==> config.mk <==
export PLATFORM = sky130hd
export DESIGN_NAME = sdram_cmd_monitor
export DESIGN_NICKNAME = d
export VERILOG_FILES = /design/src/rtl/sdram_cmd_monitor.sv
export SDC_FILE = /design/constraint.sdc
export NUM_CORES = 1
export LEC_CHECK = 0
export BUFFER_PORTS_ARGS = -buffer_cell sky130_fd_sc_hd__buf_2
export CAP_MARGIN = 20
export CORE_ASPECT_RATIO = 1.2
export CORE_MARGIN = 2
export CORE_UTILIZATION = 50
export DETAILED_ROUTE_END_ITERATION = 16
export GPL_TIMING_DRIVEN = 0
export HOLD_SLACK_MARGIN = 0.12
export PLACE_DENSITY_LB_ADDON = 0.25
export SYNTH_ARGS = -nofsm -noshare
export SYNTH_HDL_FRONTEND = slang
export SYNTH_SLANG_ARGS = --single-unit
==> constraint.sdc <==
create_clock -name clk -period 2.2 [get_ports clk]
set_input_delay 0.11 -clock clk [delete_from_list [all_inputs] [get_ports clk]]
set_output_delay 0.11 -clock clk [all_outputs]
set_load 0.01 [all_outputs]
==> src/rtl/sdram_cmd_monitor.sv <==
module sdram_cmd_monitor #(
  parameter int BANKS  = 4,
  parameter int ADDR_W = 13,
  localparam int BA_W  = (BANKS > 1) ? $clog2(BANKS) : 1,
  localparam int NERR  = 7
) (
  input  logic                      clk,
  input  logic                      rst_n,
  input  logic                      clr,
  input  logic                      cke,
  input  logic                      cs_n,
  input  logic                      ras_n,
  input  logic                      cas_n,
  input  logic                      we_n,
  input  logic [BA_W-1:0]           ba,
  input  logic [ADDR_W-1:0]         addr,
  input  logic                      dq_oe,
  output logic [7:0]                cmd_strobe,
  output logic [BANKS-1:0]          bank_open,
  output logic [BANKS*ADDR_W-1:0]   open_rows,
  output logic [2:0]                cas_lat,
  output logic [2:0]                burst_len,
  output logic [NERR-1:0]           err_pulse,
  output logic [NERR-1:0]           err_sticky
);

  logic           cke_q;
  logic [7:0]     dec;
  logic [NERR-1:0] err_now;

  assign dec = (!cs_n && cke_q) ? (8'b1 << {ras_n, cas_n, we_n}) : 8'b0;

  wire is_pre = dec[2];
  wire is_act = dec[3];
  wire is_wr  = dec[4];
  wire is_rd  = dec[5];
  wire is_rw  = is_wr | is_rd;
  wire mrs_ok = dec[0] && (ba == '0) && !addr[10];
  wire lat_ok = (addr[6:4] == 3'd2) || (addr[6:4] == 3'd3);
  wire sel_open = bank_open[ba];

  assign err_now[0] = dec[6];
  assign err_now[1] = mrs_ok && (addr[9] | addr[8] | addr[7] | addr[3]);
  assign err_now[2] = mrs_ok && !lat_ok;
  assign err_now[3] = is_act && sel_open;
  assign err_now[4] = is_rw && !sel_open;
  assign err_now[5] = is_rw && addr[10];
  assign err_now[6] = (is_wr && !dq_oe) || (is_rd && dq_oe);

  generate
    for (genvar b = 0; b < BANKS; b++) begin : g_bank
      logic              open_q;
      logic [ADDR_W-1:0] row_q;
      wire hit = (ba == BA_W'(b));
      always_ff @(posedge clk or negedge rst_n) begin
        if (!rst_n) begin
          open_q <= 1'b0;
          row_q  <= '0;
        end else if (is_act && hit) begin
          open_q <= 1'b1;
          row_q  <= addr;
        end else if (is_pre && (addr[10] || hit)) begin
          open_q <= 1'b0;
        end
      end
      assign bank_open[b] = open_q;
      assign open_rows[b*ADDR_W +: ADDR_W] = row_q;
    end
  endgenerate

  always_ff @(posedge clk or negedge rst_n) begin
    if (!rst_n) begin
      cke_q      <= 1'b0;
      cmd_strobe <= '0;
      cas_lat    <= 3'd2;
      burst_len  <= 3'd0;
      err_pulse  <= '0;
      err_sticky <= '0;
    end else begin
      cke_q      <= cke;
      cmd_strobe <= dec;
      err_pulse  <= err_now;
      err_sticky <= (err_sticky & ~{NERR{clr}}) | err_now;
      if (mrs_ok) begin
        burst_len <= addr[2:0];
        if (lat_ok) cas_lat <= addr[6:4];
      end
    end
  end

  a_r2_strobe_onehot: assert property (@(posedge clk) disable iff (!rst_n)
    $onehot0(cmd_strobe));

  a_r2_cke_gate: assert property (@(posedge clk) disable iff (!rst_n)
    !cke |-> ##2 (cmd_strobe == 8'h00));

  a_r5_latency_legal: assert property (@(posedge clk) disable iff (!rst_n)
    (cas_lat == 3'd2) || (cas_lat == 3'd3));

  a_r7_precharge_all: assert property (@(posedge clk) disable iff (!rst_n)
    (cmd_strobe[2] && $past(addr[10])) |-> (bank_open == '0));

  a_r12_sticky_hold: assert property (@(posedge clk) disable iff (!rst_n)
    !clr |=> ((~err_sticky & $past(err_sticky)) == '0));

  a_r12_sticky_covers: assert property (@(posedge clk) disable iff (!rst_n)
    ((err_pulse & ~err_sticky) == '0));

endmodule

* Word-level counts from Yosys, hierarchy flattened
Cells that the tools add are included.
Word-level totals: input bits 24, register bits 85, output and inout port bits 84
Operators by class: shift operators 1, equality and inequality tests 5, reduce and logical (&&, ||, !) cells 35, bitwise logic cells 7, $lt $le $gt $ge 1, multiplexer cells 11
Operators by type and width (number):
- logical AND 1 bit | 18
- 2-to-1 mux 1 bit | 9
- 2-to-1 mux 8 bit | 1
- nonzero test 2 bit | 4
- left shift 1 x 3 -> 8 bit, first input constant | 1
- bitwise AND 7 bit | 1
- NOT 7 bit | 1
- bitwise OR 7 bit | 1
- == test 3 x 2 -> 1 bit, second input constant | 2
- logical OR 1 bit | 6
- logical NOT 1 bit | 5
- == test 2 bit, second input constant | 2
- bitwise OR 1 bit | 4
- < comparator 2 x 3 -> 1 bit, second input constant | 1
- binary-select mux 1 bit (select 2 bit) | 1
- == test 2 x 1 -> 1 bit, second input constant | 1
- logical NOT 2 bit | 1
- AND reduction 2 bit | 1

* Longest topological paths before layout
word-level depth 7, mapped depth 5, gate-level depth less buffers 3

* Worst setup path after synthesis
OpenSTA, ideal clock, no wires.
kind reg-to-reg, from reg cke_q, to reg g_bank[0].row_q[10], cell stages (with the launch flop) 6, clock period less this slack 1.804 ns, slack 0.396 ns, path buffers 2, library setup time 0.125 ns, arrival 1.679 ns, required time 2.075 ns, cells stage by stage dfrtp_1 > or3b_1 > buf_6 > nor4_4 > buf_8 > mux2_4
Between the ends: word-level cells in the longest chain between the ends 3
RTL lines:
- start, declared | line 27 | logic cke_q;
- start signal, assigned | line 80 | cke_q <= cke;
- logical AND 1 bit | line 31 | assign dec = (!cs_n && cke_q) ? (8'b1 << {ras_n, cas_n, we_n}) : 8'b0;
- 2-to-1 mux 8 bit | line 31
- logical AND 1 bit | line 59 | end else if (is_act && hit) begin
- end signal, assigned | line 61 | row_q <= addr;
- end, declared | line 53 | logic [ADDR_W-1:0] row_q;
Every way passes these cells. A chain may end at the register's enable or synchronous reset.

* Worst setup path after layout
Ends and elaborated chain as after synthesis.

==> flow_metrics.py <==
metrics = {
    "cts": {
        "clk_pin_slew_ns": 0.08,
        "cts_setup_buffers": 0,
        "cts_made_buffers": 9,
        "clock_sinks": 84,
        "cts-root-buf": "clkbuf_8",
        "cts_tree": "yes",
        "clk-insertion-delay-late_ns": 0.34,
        "clk_path_buf_depth": 2,
        "htreeDepth": 3,
    },
    "drt": {
        "dr_total_vias": 2162,
        "via_per_inst": 4.993,
        "wl_per_cell_um": 16.22,
        "drt_iter0_markers": 106,
        "ant_nets": 0,
        "dr.pass1.iters": 6,
        "drcViolationCount": 0,
        "drt_wl_total_um": 7022,
    },
    "timing": {
        "finalCritPeriodShare": 0.9224,
        "timing.final.crit_period_ns": 2.029,
        "setup_viol": 0,
        "relSlewSlack": 0.5287,
        "grt_setup_unrepaired": "false",
        "fin_setup_tns_ns": 0,
        "fmax_mhz": 492.8,
        "hold_violations": 0,
        "max_slew.worst_pin.slew_ns": 0.7054,
        "skew_ns": 0.009642,
        "slew_viol_final": 0,
    },
    "synthesis": {
        "netlist_instances": 211,
        "yosys_warnings": 0,
        "syn_avg_cell_area_sq_um": 15.60,
        "yosys_register_bits": 84,
        "seq_area_frac_synth": 0.6392,
        "syn-num-nets": 235,
        "synth_cell_type_count": 34,
        "synth.cell_area_sq_um": 3291,
    },
    "floorplanning": {
        "die_area_sq_um": 7249,
        "die_w_um": 78.06,
        "core_area_sq_um": 6406,
        "design.portCount": 108,
        "fp.dieH_um": 92.87,
        "start_util": 0.5137,
        "rows": 32,
    },
    "layout": {
        "final_cell_mix": "105 x buf_2, 83 x dfrtp_1, 47 x mux2_2",
        "n_fill_cell": 477,
        "drive_gt1_frac": 0.5603,
        "finalNonFillerCells": 433,
        "areaGrowthSynthToFinish_pct": 31.10,
        "fin_nets": 368,
        "final_common_cell": "buf_2",
        "n_antenna_cell": 0,
        "seq_area_sq_um": 2103,
        "multi_input_area_sq_um": 1071,
    },
    "setup_path": {
        "path_max_fanout": 10,
        "cp.required_ns": 2.42,
        "worstSetupStartpointType": "flip-flop",
        "arrival_ns": 2.25,
        "crit_path_end_kind": "flip-flop",
        "worst-setup-path-type": "reg2reg",
    },
    "grt": {
        "grt_pass1_vias": 2238,
        "grt_start_max_net_pins": 53,
        "antenna_found_initial": 0,
        "grt_usage": 0.2075,
        "grt_pass1_wl_um": 11390,
        "grt_overflow_total": 0,
    },
    "pwr": {
        "power_mw": 3.407,
        "powerDensity_nw_per_um2": 789.8,
        "p_leak_nw": 2.369,
        "peakVddDrop_mv": 0.4984,
    },
    "flow_run": {
        "cap_violations": 0,
    },
    "run_status": {
        "status": "completed",
    },
    "place": {
        "dp_hpwl_um": 4840,
        "dp.cells": 400,
        "place.gp.congestion": 0.7808,
        "io_buffers": 103,
    },
    "min_path": {
        "hold_class": "in2reg",
    },
}
worst paths after layout:
kind,startpoint,end,slack [ns],cells past startpoint
min in group asynchronous,rst_n,cmd_strobe[1],0.25,2
max reg2reg,cke_q,g_bank[0].row_q[10],0.17,5
max,cke_q,g_bank[0].row_q[10],0.17,5
min,addr[10],cas_lat[1],0.15,4
max in group asynchronous,rst_n,cas_lat[1],1.31,3
min reg2reg,err_sticky[1],err_sticky[1],0.49,1
per-layer routing:
| metal | part of all wire | vias up | GRT usage |
|---|---|---|---|
| met4 | 0.021 | 0 | 0.08041 |
| met3 | 0.054 | 15 | 0.04678 |
| met1 | 0.42 | 1075 | 0.2614 |
| li1 | - | 996 | - |
| met2 | 0.51 | 76 | 0.3491 |
| met5 | 0 | - | 0 |
synth_stat cells:
master     instances  area [sq um]
a21o_1             5         37.54
mux4_2             1         22.52
xor2_1             1         8.760
nor3_4             1         16.27
nor4_4             1         21.27
nand2_1            2         7.510
o2bb2ai_1          2         17.52
nor3_1             5         25.02
buf_2              3         15.01
o211ai_1           3         22.52
nand4_1            1         6.260
o31ai_1            1         7.510
nor2b_1            4         25.02
buf_6              1         11.26
and2_1             4         25.02
or3b_1             1         8.760
a21o_2             1         8.760
inv_1              1         3.750
nand2b_1           3         18.77
nor2_1             9         33.78
buf_4              9         67.56
mux2_4             9         135.1
nand3_1            1         5.000
a22o_1             2         17.52
a21oi_1            1         5.000
mux2_2            47         529.3
clkbuf_1           1         3.750
nor3b_4            2         37.54
dfrtp_1           83          2077
nand3b_1           1         7.510
nor4_1             1         6.260
dfstp_2            1         26.28
buf_8              1         15.01
nor3b_1            2         15.01
worst max-delay path: stages, from the launching register on:
cell	delay (ns)
dfrtp_1	0.36
or3b_1	0.37
buf_6	0.17
nor4_4	0.46
buf_8	0.24
mux2_4	0.31
state kept, by name, summed over array words and instances (netlist names):
signal         count
burst_len          3
cas_lat            3
err_sticky         7
cmd_strobe         7
cke_q              1
g_bank.open_q      4
err_pulse          7
g_bank.row_q      52
through the flow:
| stage | util | setup WS [ns] | area, sq um | hold slack, ns |
|---|---|---|---|---|
| 2_1_floorplan | - | 0.3955 | 3291 | -0.1856 |
| 3_5_place_dp | 0.6154 | 0.1773 | 3943 | 0.08145 |
| 4_1_cts | 0.6734 | 0.1715 | 4314 | 0.1472 |
| 6_report | 0.6734 | 0.1707 | 4314 | 0.1456 |
| 5_1_grt | 0.6734 | 0.09657 | 4314 | 0.1657 |
| 3_3_place_gp | 0.6107 | 0.2365 | 3913 | 0.2201 |
where the power goes:
part	internal, mW	switching, mW	total (mW)
clock network	0.548	0.525	1.07
logic	0.293	0.266	0.559
registers	1.69	0.0804	1.78
total	2.54	0.871	3.41
cell type report:
class                           count  share of cell area
Buffer                             15             0.02610
Clock buffer                       11             0.03277
Clock inverter                      4             0.01160
Inverter                            1           0.0008701
Multi-Input combinational cell    111              0.2483
Sequential cell                    84              0.4875
Tap cell                           85             0.02465
Timing Repair Buffer              122              0.1682
kinds of logic after synthesis:
group	count (synthesis)	share of synthesized area
DFF	84	0.6392
AOI/OAI and AO/OA	15	0.03536
and+or+nand+nor	38	0.07871
buffers and inverters	16	0.03535
xor gates and xnor gates	1	0.002662
muxes	57	0.2087
timing repair:
item,in CTS,in global routing
hold buffers,18,0
resized for setup,0,0
endpoints found under the hold margin,145,0
Power figures use the tool's default switching activity.
